===== src/rtl/gpio_bank_pkg.sv =====
package gpio_bank_pkg;
  typedef enum logic [2:0] {
    DET_FALL = 3'd0,
    DET_RISE = 3'd1,
    DET_LOW  = 3'd2,
    DET_HIGH = 3'd3,
    DET_BOTH = 3'd4
  } det_mode_e;

  localparam int CODE_W       = 3;
  localparam int NIB_W        = 4;
  localparam int NIB_PER_WORD = 8;

  localparam int IDX_OUT     = 0;
  localparam int IDX_DIR     = 1;
  localparam int IDX_LEVEL   = 2;
  localparam int IDX_IEN     = 3;
  localparam int IDX_RAW     = 4;
  localparam int IDX_PEND    = 5;
  localparam int IDX_ACK     = 6;
  localparam int IDX_MSET    = 7;
  localparam int IDX_MCLR    = 8;
  localparam int IDX_MODE_LO = 9;
  localparam int IDX_MODE_HI = 10;
  localparam int IDX_SRST    = 11;
endpackage


===== src/rtl/gpio_sync.sv =====
module gpio_sync #(
  parameter int W      = 16,
  parameter int STAGES = 2
) (
  input  logic         clk,
  input  logic         rst,
  input  logic [W-1:0] d,
  output logic [W-1:0] q
);
  logic [W-1:0] chain [STAGES];

  always_ff @(posedge clk) begin
    if (rst) chain[0] <= '0;
    else     chain[0] <= d;
  end

  for (genvar s = 1; s < STAGES; s++) begin : g_stage
    always_ff @(posedge clk) begin
      if (rst) chain[s] <= '0;
      else     chain[s] <= chain[s-1];
    end
  end

  assign q = chain[STAGES-1];
endmodule


===== src/rtl/gpio_pin_detect.sv =====
module gpio_pin_detect
  import gpio_bank_pkg::*;
#(
  parameter int PINS = 16
) (
  input  logic                   clk,
  input  logic [PINS-1:0]        lvl,
  input  logic [PINS*CODE_W-1:0] mode_vec,
  input  logic [PINS-1:0]        ien,
  output logic [PINS-1:0]        evt
);
  logic [PINS-1:0] prev_q;

  always_ff @(posedge clk) prev_q <= lvl;

  for (genvar p = 0; p < PINS; p++) begin : g_pin
    logic [CODE_W-1:0] code;
    logic              hit;
    assign code = mode_vec[p*CODE_W +: CODE_W];
    always_comb begin
      case (code)
        DET_FALL: hit = prev_q[p] & ~lvl[p];
        DET_RISE: hit = ~prev_q[p] & lvl[p];
        DET_LOW:  hit = ~lvl[p];
        DET_HIGH: hit = lvl[p];
        DET_BOTH: hit = prev_q[p] ^ lvl[p];
        default:  hit = 1'b0;
      endcase
    end
    assign evt[p] = hit & ien[p];
  end
endmodule


===== src/rtl/gpio_irq_status.sv =====
module gpio_irq_status #(
  parameter int PINS = 16
) (
  input  logic            clk,
  input  logic            clr,
  input  logic [PINS-1:0] evt,
  input  logic            ack_we,
  input  logic [PINS-1:0] ack_bits,
  input  logic            mset_we,
  input  logic [PINS-1:0] mset_bits,
  input  logic            mclr_we,
  input  logic [PINS-1:0] mclr_bits,
  output logic [PINS-1:0] stat,
  output logic [PINS-1:0] mask,
  output logic            irq
);
  logic [PINS-1:0] ack_eff, set_eff, unset_eff;

  assign ack_eff   = ack_we  ? ack_bits  : '0;
  assign set_eff   = mset_we ? mset_bits : '0;
  assign unset_eff = mclr_we ? mclr_bits : '0;

  always_ff @(posedge clk) begin
    if (clr) begin
      stat <= '0;
      mask <= '1;
      irq  <= 1'b0;
    end else begin
      stat <= (stat & ~ack_eff) | evt;
      mask <= (mask & ~unset_eff) | set_eff;
      irq  <= |(stat & ~mask);
    end
  end
endmodule


===== src/rtl/gpio_irq_bank.sv =====
module gpio_irq_bank
  import gpio_bank_pkg::*;
#(
  parameter int PINS        = 16,
  parameter int DW          = 32,
  parameter int IDX_W       = 4,
  parameter int SYNC_STAGES = 2
) (
  input  logic             clk,
  input  logic             rst,
  input  logic             bus_wr,
  input  logic             bus_rd,
  input  logic [IDX_W-1:0] bus_idx,
  input  logic [DW-1:0]    bus_wdata,
  output logic [DW-1:0]    bus_rdata,
  input  logic [PINS-1:0]  pin_in,
  output logic [PINS-1:0]  pin_out,
  output logic [PINS-1:0]  pin_oe,
  output logic             irq
);
  localparam int MODE_BITS = PINS * CODE_W;

  logic [PINS-1:0]      out_q, dir_q, ien_q;
  logic                 srst_q;
  logic                 clr_all;
  logic [PINS-1:0]      lvl_s, evt, stat_w, mask_w;
  logic [MODE_BITS-1:0] mode_vec;
  logic [DW-1:0]        mode_lo, mode_hi;
  logic                 unused_wdata;

  assign clr_all      = rst | srst_q;
  assign unused_wdata = ^bus_wdata;

  function automatic logic hit_idx(input logic [IDX_W-1:0] idx, input int k);
    return idx == IDX_W'(k);
  endfunction

  always_ff @(posedge clk) begin
    if (rst)                                       srst_q <= 1'b0;
    else if (bus_wr && hit_idx(bus_idx, IDX_SRST)) srst_q <= bus_wdata[0];
  end

  always_ff @(posedge clk) begin
    if (clr_all) begin
      out_q <= '0;
      dir_q <= '0;
      ien_q <= '0;
    end else if (bus_wr) begin
      if (hit_idx(bus_idx, IDX_OUT)) out_q <= bus_wdata[PINS-1:0];
      if (hit_idx(bus_idx, IDX_DIR)) dir_q <= bus_wdata[PINS-1:0];
      if (hit_idx(bus_idx, IDX_IEN)) ien_q <= bus_wdata[PINS-1:0];
    end
  end

  for (genvar p = 0; p < PINS; p++) begin : g_mode
    localparam int LANE = (p % NIB_PER_WORD) * NIB_W;
    localparam int WIDX = (p < NIB_PER_WORD) ? IDX_MODE_LO : IDX_MODE_HI;
    logic [CODE_W-1:0] code_q;
    always_ff @(posedge clk) begin
      if (clr_all)                               code_q <= '0;
      else if (bus_wr && hit_idx(bus_idx, WIDX)) code_q <= bus_wdata[LANE +: CODE_W];
    end
    assign mode_vec[p*CODE_W +: CODE_W] = code_q;
  end

  always_comb begin
    mode_lo = '0;
    mode_hi = '0;
    for (int p = 0; p < PINS; p++) begin
      if (p < NIB_PER_WORD)
        mode_lo[(p % NIB_PER_WORD)*NIB_W +: CODE_W] = mode_vec[p*CODE_W +: CODE_W];
      else
        mode_hi[(p % NIB_PER_WORD)*NIB_W +: CODE_W] = mode_vec[p*CODE_W +: CODE_W];
    end
  end

  gpio_sync #(.W(PINS), .STAGES(SYNC_STAGES)) u_sync (
    .clk(clk), .rst(rst), .d(pin_in), .q(lvl_s)
  );

  gpio_pin_detect #(.PINS(PINS)) u_detect (
    .clk(clk), .lvl(lvl_s), .mode_vec(mode_vec), .ien(ien_q), .evt(evt)
  );

  gpio_irq_status #(.PINS(PINS)) u_status (
    .clk(clk), .clr(clr_all), .evt(evt),
    .ack_we(bus_wr && hit_idx(bus_idx, IDX_ACK)),   .ack_bits(bus_wdata[PINS-1:0]),
    .mset_we(bus_wr && hit_idx(bus_idx, IDX_MSET)), .mset_bits(bus_wdata[PINS-1:0]),
    .mclr_we(bus_wr && hit_idx(bus_idx, IDX_MCLR)), .mclr_bits(bus_wdata[PINS-1:0]),
    .stat(stat_w), .mask(mask_w), .irq(irq)
  );

  always_ff @(posedge clk) begin
    if (rst) begin
      bus_rdata <= '0;
    end else if (bus_rd) begin
      case (bus_idx)
        IDX_W'(IDX_OUT):     bus_rdata <= DW'(out_q);
        IDX_W'(IDX_DIR):     bus_rdata <= DW'(dir_q);
        IDX_W'(IDX_LEVEL):   bus_rdata <= DW'(lvl_s);
        IDX_W'(IDX_IEN):     bus_rdata <= DW'(ien_q);
        IDX_W'(IDX_RAW):     bus_rdata <= DW'(stat_w);
        IDX_W'(IDX_PEND):    bus_rdata <= DW'(stat_w & ~mask_w);
        IDX_W'(IDX_MSET),
        IDX_W'(IDX_MCLR):    bus_rdata <= DW'(mask_w);
        IDX_W'(IDX_MODE_LO): bus_rdata <= mode_lo;
        IDX_W'(IDX_MODE_HI): bus_rdata <= mode_hi;
        IDX_W'(IDX_SRST):    bus_rdata <= DW'(srst_q);
        default:             bus_rdata <= '0;
      endcase
    end
  end

  assign pin_out = out_q;
  assign pin_oe  = dir_q;
endmodule


===== config.mk =====
export PLATFORM = sky130hd
export DESIGN_NAME = gpio_irq_bank
export DESIGN_NICKNAME = d
export VERILOG_FILES = /design/src/rtl/gpio_bank_pkg.sv /design/src/rtl/gpio_sync.sv /design/src/rtl/gpio_pin_detect.sv /design/src/rtl/gpio_irq_status.sv /design/src/rtl/gpio_irq_bank.sv
export SDC_FILE = /design/constraint.sdc
export NUM_CORES = 1
export LEC_CHECK = 0
export BUFFER_PORTS_ARGS = -buffer_cell sky130_fd_sc_hd__buf_4
export CORE_MARGIN = 2
export CORE_UTILIZATION = 59
export CTS_CLUSTER_DIAMETER = 120
export CTS_CLUSTER_SIZE = 10
export DETAILED_ROUTE_END_ITERATION = 7
export PLACE_DENSITY_LB_ADDON = 0.25
export SLEW_MARGIN = 20
export SYNTH_ARGS = -nofsm -noshare
export SYNTH_HDL_FRONTEND = slang
export SYNTH_SLANG_ARGS = --single-unit

===== constraint.sdc =====
create_clock -name clk -period 5.5 [get_ports clk]
set_input_delay 1.1 -clock clk [delete_from_list [all_inputs] [get_ports clk]]
set_output_delay 1.1 -clock clk [all_outputs]
set_load 0.01 [all_outputs]

==> impl_results.md, run 1 <==
- Post-synth ARST share: 0
- Final Hold Viols: 0
- Total power: 3187 uW
- Most frequent cells in the layout: 219 x nand2_1, 206 x dfxtp_1, 125 x a21oi_1, 119 x buf_4
- Sum Neg Setup Slack: 0 ns
- Most common cell after layout, fill and taps aside: nand2_1
- Detailed Place HPWL: 18270 um
- WP data arrival: between 3 and 4 ns
- Worst Setup SP: bus_idx[1]
- Gate power share: 0.076
- DIE AREA: around 18000 sq um
- Max-cap viol count: 0
- TritonCTS buffer count: 24
- Post-CTS Resized: 0
- Area growth syn-to-layout: 14.04%
- Syn avg cell area: ~8.5 sq um
- Pint: 2429 uW
- Routed Antenna Nets: 0
- Vias in the first global route: about 7900
- Port bufs: 112
- Core Util, Final: 0.6822
- Clock transition at path regs: roughly 0.060 ns
- CP Class: in -> reg
- VDD IR max: about 0.21 mV
- Startpoint class of the critical path: input pin
- Pre-antenna DRT Iters: 5
- Total gr overflow: 0
- Sequential-to-total area share from yosys stat: 0.4186
- Die width: 133.2 um
- DRC Markers: 0
- Max Fclk: 296.0 MHz
- First-pass GRT wire length: 43150 um
- Flop pwr share: 0.486
- Worst-margin pin slew: between 1 and 1.5 ns
- Power Density: 283.7 nW/um^2
- FILL cells: 1382
- Final min period: about 3.4 ns
- Pins Over Slew Limit: 0
- Clock skew: between 0.015 and 0.02 ns
- Clock latency on the worst-skew pair: 0.52 ns
- Via count: 8743
- Min-Delay Path Class: reg -> reg
- Net Sw Frac: 0.2379
- Hold_buf cts: 0
- Sink Count: roughly 210
- Drt total wl: roughly 28000 um
- Final #Nets: 1307
- Leakage: around 0.0043 uW
- GP Congestion: approximately 0.88
- All-Layer GR Usage: 0.3057
- Clk buf depth: 3
- Final setup viols: 0
- Period utilization: 0.6142
- CTS tree: done
- CTS root buffer: clkbuf_16
- Critical R2R Launch: u_sync.chain[1][8]$_SDFF_PP0_
- Vias per cell: 6.076
- Initial core utilization: 0.5983
- Antenna diodes: 0
- Min-Delay Startpoint: u_sync.chain[1][2]$_SDFF_PP0_
- 1st-iter DRT viols: 896
- Clock network power share: 0.438
- Syn Inst Count: roughly 1200
- Netlist cell types: 64
- EDFF count, synth: 0
- # rows: 47
- CTS H-Tree Depth: 1
- Layout cell share with drive strength beyond 1: 0.1419
- CP max FO: 53
- I/O pin cnt: 121
- Most used DFF post-synth: dfxtp_1
- Post-CTS Setup Bufs: 0
- Largest net degree at the start of global routing: 66
- Core ar.: 16470 sq um
- Relative slew slack: 0.2306
- Synth warn: 0
- Status: completed
- Required time worst endpoint: 5.85 ns
- Post-DR wirelength/cell: between 15 and 20 um
- #FFs+latches synth: 206
- Die H: between 100 and 150 um
- Placed instance count: 1413
- Initial antenna violation count: 1
- Final Non-Filler Cells: around 1400
- Cell area after synthesis: approximately 9900 sq um
- Net load switching power: about 760 uW
- Crit end category: flip-flop
- RSZ-0062 raised after global routing: false
-- cell usage after synthesis (8+ instances only) --
| library cell | count | share of area |
|---|---|---|
| buf_2 | 25 | 0.013 |
| o21ai_1 | 20 | 0.010 |
| nand3_1 | 21 | 0.011 |
| clkbuf_1 | 47 | 0.018 |
| dfxtp_1 | 206 | 0.42 |
| o31a_1 | 16 | 0.014 |
| inv_1 | 66 | 0.025 |
| o22ai_1 | 9 | 0.0057 |
| mux2i_1 | 49 | 0.050 |
| or3b_1 | 12 | 0.011 |
| nand3b_1 | 13 | 0.0099 |
| a221o_1 | 16 | 0.016 |
| nand2_1 | 219 | 0.083 |
| nor2_1 | 23 | 0.0088 |
| ha_1 | 32 | 0.041 |
| a221oi_1 | 10 | 0.0089 |
| a22o_1 | 15 | 0.013 |
| o211ai_1 | 16 | 0.012 |
| nor2b_1 | 66 | 0.042 |
| buf_6 | 8 | 0.0091 |
| o21ai_0 | 40 | 0.020 |
| a21oi_1 | 125 | 0.064 |
| a22oi_1 | 8 | 0.0061 |
-- routing by layer --
layer,track usage,vias up,wire (um)
li1,-,4111,-
met1,0.4284,4142,11900
met2,0.4744,430,12480
met3,0.06469,60,2710
met4,0.09811,0,778
met5,0,-,0
-- registers in the layout, indices dropped and copies added, names as in the netlist --
name,flops
u_status.mask,16
ien_q,16
pin_oe,16
u_sync.chain,32
u_status.stat,16
pin_out,16
u_detect.prev_q,16
srst_q,1
g_mode.code_q,48
bus_rdata,28
u_status.irq,1
-- logic make-up (layout without fill, tap and decap cells) --
logic type / count (synthesis) / count (layout) / synth area share
muxes: 56 / 56 / 0.06008
buffers and inverters: 156 / 212 / 0.07100
adders and majority gates: 32 / 32 / 0.04064
other: 1 / 4 / 0.0003807
DFF: 206 / 206 / 0.4186
and+or+nand+nor: 405 / 405 / 0.2072
AOI/OAI and AO/OA: 304 / 304 / 0.2021
-- worst paths after layout --
kind	cells past startpoint	endpoint	slack, ns
max	5	g_mode[0].code_q[0]$_SDFFE_PP0P_	2.12
min reg2reg	0	u_detect.prev_q[2]$_DFF_P_	0.42
max reg2reg	4	bus_rdata[8]$_SDFFE_PP0P_	3.77
min	0	u_detect.prev_q[2]$_DFF_P_	0.42
-- worst max-delay path, cell delays in order --
cell and delay (ns):
buf_4 0.30, and4bb_1 1.01, nand2_1 0.93, nand2_1 0.26, a21oi_1 0.10
-- layout make-up --
| type | count | area (sq um) | share of cell area |
|---|---|---|---|
| Clock buffer | 24 | 600.6 | 0.05346 |
| Timing Repair Buffer | 119 | 893.4 | 0.07953 |
| Multi-Input combinational cell | 801 | 5042 | 0.4489 |
| Clock inverter | 2 | 46.29 | 0.004121 |
| Sequential cell | 206 | 4124 | 0.3671 |
| Tap cell | 220 | 275.3 | 0.02450 |
| Inverter | 67 | 251.5 | 0.02239 |
-- through the flow --
| stage | hold WS, ns | setup slack [ns] | instance area [sq um] |
|---|---|---|---|
| floorplan | 0.3864 | 3.009 | 9862 |
| global placement | 0.4098 | 1.751 | 10590 |
| detailed placement | 0.4098 | 1.741 | 10590 |
| CTS | 0.4209 | 2.244 | 11230 |
| global route | 0.4427 | 1.979 | 11230 |
| finish | 0.4227 | 2.122 | 11230 |
-- power groups by stage --
| stage | clock (uW) | combinational (uW) | sequential (uW) |
|---|---|---|---|
| after floorplan | 0 | 158 | 1570 |
| after global placement | 0 | 232 | 1580 |
| after detailed placement | 0 | 236 | 1580 |
| after CTS | 1400 | 238 | 1550 |
| after global routing | 1460 | 263 | 1550 |
| final | 1400 | 242 | 1550 |
(Power assumes the default switching activity.)
==> inputs of run 2 (changes only) <==
CORE_UTILIZATION = 58   (was 59)
clock period = 3.2 ns   (was 5.5 ns; I/O delays follow)
==> run 2 against run 1 <==
Register-to-register slack got worse by 2.2 ns. Clock skew increased by 0.0011 ns. Final cell count increased by 1.7%. First-iteration DRC count decreased by 13%. Non-clock buffer count increased by 24. Flip-flop and latch count unchanged. Sequential share of layout area decreased by 0.61 points. Worst setup slack got worse by 0.93 ns. Cell area increased by 1.7%. Wire length increased by 2.5%. Utilization increased by 0.66 points. Global-route usage increased by 0.64 points.
==> impl_results.md, run 2 (synthesis results as in run 1) <==
- Status: completed
- GP Congestion: 0.9212
- Top reg by flops: g_mode.code_q
- WP data arrival: 2.36 ns
- Pre-CTS setup slack: about 0.57 ns
- Die H: 134.3 um
- Routed Antenna Nets: 0
- Leakage: 0.004411 uW
- Min-Delay Startpoint: pin_in[11]
- Clock skew: 0.01905 ns
- Hold_buf cts: 0
- Area growth syn-to-layout: 15.95%
- Reg2reg path depth: 3
- Vias per cell: just over 6
- DRC Markers: 0
- Clock network power share: 0.439
- Min-Delay Path Class: in -> reg
- Layout cell share with drive strength beyond 1: 0.1585
- Final #Nets: 1331
- Clock transition at path regs: approximately 0.05 ns
- Net Sw Frac: 0.2337
- CP max FO: 40
- Pint: about 4200 uW
- CP Class: in -> reg
- VDD IR max: around 0.4 mV
- Final min period: 2.007 ns
- CTS tree: done
- Core ar.: 16580 sq um
- Antenna diodes: 0
- Pins Over Slew Limit: 0
- First-pass GRT wire length: ~45000 um
- Crit end category: flip-flop
- Largest regs: g_mode.code_q x48, u_sync.chain x32, bus_rdata x28
- Critical R2R Capture: g_mode[12].code_q[2]$_SDFFE_PP0P_
- 1st-iter DRT viols: 779
- Net load switching power: 1289 uW
- Worst-margin pin slew: about 0.86 ns
- Total gr overflow: 0
- Placed cell area: between 10000 and 15000 sq um
- Largest net degree at the start of global routing: 58
- Critical R2R Launch: srst_q$_SDFFE_PP0P_
- RSZ-0062 raised after global routing: false
- Design area: 11420 sq um
- CTS H-Tree Depth: 1
- Clk buf depth: 3
- I/O pin cnt: 121
- Max reg flops: 48
- Vias in the first global route: 8277
- Post-CTS Resized: 0
- Relative slew slack: 0.4260
- Port bufs: about 110
- Most frequent cells in the layout: 219 x nand2_1, 206 x dfxtp_1, 143 x buf_4, 125 x a21oi_1
- Via count: 8914
- Initial core utilization: 0.5940
- Max Fclk: approximately 500 MHz
- Worst setup path endpoint: ien_q[10]$_SDFFE_PP0P_
- Post-CTS Setup Bufs: 0
- Initial antenna violation count: 0
- Die width: 134.3 um
- Flop pwr share: 0.483
- Final setup viols: 0
- Pre-antenna DRT Iters: 6
- Period utilization: 0.6271
- Drt total wl: 28560 um
- CTS root buffer: clkbuf_16
- Clock latency on the worst-skew pair: 0.51 ns
- Final Hold Viols: 0
- All-Layer GR Usage: 0.3121
- Startpoint class of the critical path: input pin
- Most common cell after layout, fill and taps aside: nand2_1
- # rows: 47
- DIE AREA: about 18000 sq um
- Detailed Place HPWL: 19530 um
- Register-to-register setup slack: roughly 1.5 ns
- Sink Count: about 200
- Final worst slack: between 1 and 1.5 ns
- Max-cap viol count: 0
- TritonCTS buffer count: 24
- Gate power share: 0.078
- Required time worst endpoint: between 3 and 4 ns
- Power Density: 482.9 nW/um^2
- Sum Neg Setup Slack: 0 ns
- Worst Setup SP: bus_idx[1]
- Post-DR wirelength/cell: between 15 and 20 um
run 2: cell count changes in the layout (fill, tap and decap cells not counted):
cell	previous run	this run
clkbuf_16	24	25
buf_4	119	143
clkinv_8	1	0
run 2: worst max-delay path, stage by stage:
cell	delay, ns
buf_4	0.39
nand3_1	0.28
or3_1	0.75
nand2_1	0.19
a21oi_1	0.08
run 2: layout make-up:
class	count	area [sq um]
clock buffer	25	625.6
inverter	67	251.5
fill	1333	5161
clock inverter	1	30.03
tap	220	275.3
sequential	206	4124
multi-input combinational	801	5042
timing repair buffer	143	1074
run 2: power groups by stage:
stage                     logic, uW  registers (uW)  clock network, uW
after floorplan                 271            2710                  0
after global placement          413            2710                  0
after detailed placement        422            2720                  0
after CTS                       425            2660               2440
after global routing            466            2670               2540
final                           432            2660               2420
run 2: routing by layer:
metal  global-route usage  part of all wire  up-vias
met5                    0                 0        -
met4               0.1310             0.036        0
met3              0.04875             0.097       78
met2               0.4909              0.45      448
met1               0.4281              0.42     4235
li1                     -                 -     4153
run 2: worst min-delay path by stage:
stage,end,cells after the start
after floorplan,u_detect.prev_q[0]$_DFF_P_,0
after global placement,u_detect.prev_q[2]$_DFF_P_,0
after detailed placement,u_detect.prev_q[0]$_DFF_P_,0
after CTS,u_sync.chain[0][3]$_SDFF_PP0_,2
after global routing,u_sync.chain[0][8]$_SDFF_PP0_,2
final,u_sync.chain[0][11]$_SDFF_PP0_,2
run 2: through the flow:
step | utilization | instances | hold WS, ns | power, uW
final | 0.6888 | 1463 | 0.3414 | 5515
after global routing | 0.6888 | 1463 | 0.3512 | 5676
after CTS | 0.6887 | 1463 | 0.3335 | 5524
after detailed placement | 0.6492 | 1437 | 0.4103 | 3138
after global placement | 0.6492 | 1437 | 0.4082 | 3127
after floorplan | - | 1163 | 0.3864 | 2976
==> inputs of run 3 (changes only) <==
CORE_UTILIZATION = 53   (was 58)
clock period = 1.6 ns   (was 3.2 ns; I/O delays follow)
==> run 3 against run 2 <==
Register-to-register slack got worse by 1.5 ns. Cell area rose by 5.6%. Clock power rose by 98%. Flip-flop and latch count did not move. Via count rose by 2.1%. Largest cell class unchanged.
==> impl_results.md, run 3 (synthesis results as in run 1) <==
- Power Density: approximately 920 nW/um^2
- Routed Antenna Nets: 0
- Period utilization: 0.9838
- Via count: 9103
- RSZ-0062 raised after global routing: false
- Clock skew: around 0.013 ns
- CTS tree: done
- Clock latency on the worst-skew pair: 0.52 ns
- Critical R2R Launch: g_mode[2].code_q[0]$_SDFFE_PP0P_
- Crit end category: flip-flop
- Vias per cell: 5.919
- Largest regs: g_mode.code_q x48, u_sync.chain x32, bus_rdata x28
- Largest net degree at the start of global routing: 36
- Final min period: around 1.6 ns
- I/O pin cnt: around 120
- Core ar.: about 18000 sq um
- Sink Count: 206
- CTS H-Tree Depth: 1
- Final #Nets: between 1000 and 1500
- DIE AREA: 19690 sq um
- Detailed Place HPWL: ~22000 um
- Status: completed
- Pins Over Slew Limit: 0
- First-pass GRT wire length: 46530 um
- WHS Path Cells: 2
- TritonCTS buffer count: 24
- Max Fclk: 635.3 MHz
- VDD IR max: 0.7693 mV
- Vias in the first global route: ~8500
- Max-cap viol count: 0
- Hold_buf cts: 0
- Initial core utilization: 0.5447
- Final Non-Filler Cells: 1538
- Max reg flops: 48
- CP max FO: 4
- Worst Setup SP: g_mode[2].code_q[0]$_SDFFE_PP0P_
- Drt total wl: 30010 um
- Post-CTS Setup Bufs: 0
- GP Congestion: 0.9578
- WP data arrival: 1.97 ns
- Clock transition at path regs: ~0.060 ns
- Top reg by flops: g_mode.code_q
- 1st-iter DRT viols: 1028
- Relative slew slack: 0.6516
- CTS root buffer: clkbuf_16
- Final worst slack: 0.02592 ns
- Core Util, Final: 0.6667
- Post-CTS Resized: 0
- Most common cell after layout, fill and taps aside: nand2_1
- Leakage: between 0.004 and 0.005 uW
- Die width: 140.3 um
- FILL cells: between 1500 and 2000
- Min-Delay Path Class: in -> reg
- Multi-input logic area: 5041 sq um
- Pre-antenna DRT Iters: 6
- Post-DR wirelength/cell: 19.51 um
- CP Class: reg -> reg
- Sum Neg Setup Slack: 0 ns
- Initial antenna violation count: 0
- Pre-CTS setup slack: -0.2347 ns
- Startpoint class of the critical path: flip-flop
- Placed instance count: 1512
- # rows: a little under 50
- Required time worst endpoint: 2.00 ns
- All-Layer GR Usage: 0.2980
- Most frequent cells in the layout: 219 x nand2_1, 205 x dfxtp_1, 198 x buf_4, 125 x a21oi_1
- FF/Latch Area: 4125 sq um
- Total gr overflow: 0
- Reg2reg path depth: 5
- Antenna diodes: 0
- Area growth syn-to-layout: 22.41%
- Clk buf depth: 3
- Worst-margin pin slew: 0.5095 ns
- Min-Delay Startpoint: pin_in[4]
- Die H: 140.3 um
- Final Hold Viols: 0
- DRC Markers: 0
- Layout cell share with drive strength beyond 1: 0.2009
- Port bufs: ~110
- Final setup viols: 0
- Min Hold Slack: about 0.015 ns
-- run 3: where the power goes --
| group | switching [uW] | internal [uW] | total [uW] |
|---|---|---|---|
| Clock | 1980 | 2800 | 4780 |
| Sequential | 89.9 | 5230 | 5320 |
| Combinational | 564 | 440 | 1000 |
| Total | 2630 | 8480 | 11100 |
-- run 3: path summary, 6_finish.rpt --
path                            slack (ns)                            end
worst min-delay path                  0.02  u_sync.chain[0][4]$_SDFF_PP0_
worst min register to register        0.43     u_detect.prev_q[2]$_DFF_P_
worst max-delay path                  0.03      bus_rdata[8]$_SDFFE_PP0P_
worst max register to register        0.03      bus_rdata[8]$_SDFFE_PP0P_
-- run 3: per-stage QoR --
stage	area, sq um	total power [uW]
finish	12060	11110
global route	12060	11440
CTS	12060	11160
detailed placement	11410	6412
global placement	11410	6392
floorplan	9873	5956
-- run 3: layout make-up --
cell class	count	area share
sequential	206	0.3421
tap	229	0.02376
clock buffer	24	0.04981
inverter	67	0.02086
multi-input combinational	801	0.4181
clock inverter	2	0.003839
timing repair buffer	209	0.1415
-- run 3: worst max-delay path: stages (launching register included) --
cell,delay [ns]
dfxtp_1,0.33
mux2i_1,0.24
o32ai_1,0.12
a2111oi_0,0.51
buf_4,0.20
o21ai_1,0.05
-- run 3: per-layer routing --
metal / global-route usage / part of all wire / vias to the layer above
met2: 0.4752 / 0.45 / 438
met4: 0.1042 / 0.035 / 0
met5: 0 / 0 / -
met1: 0.4104 / 0.43 / 4302
met3: 0.04991 / 0.086 / 68
li1: - / - / 4295
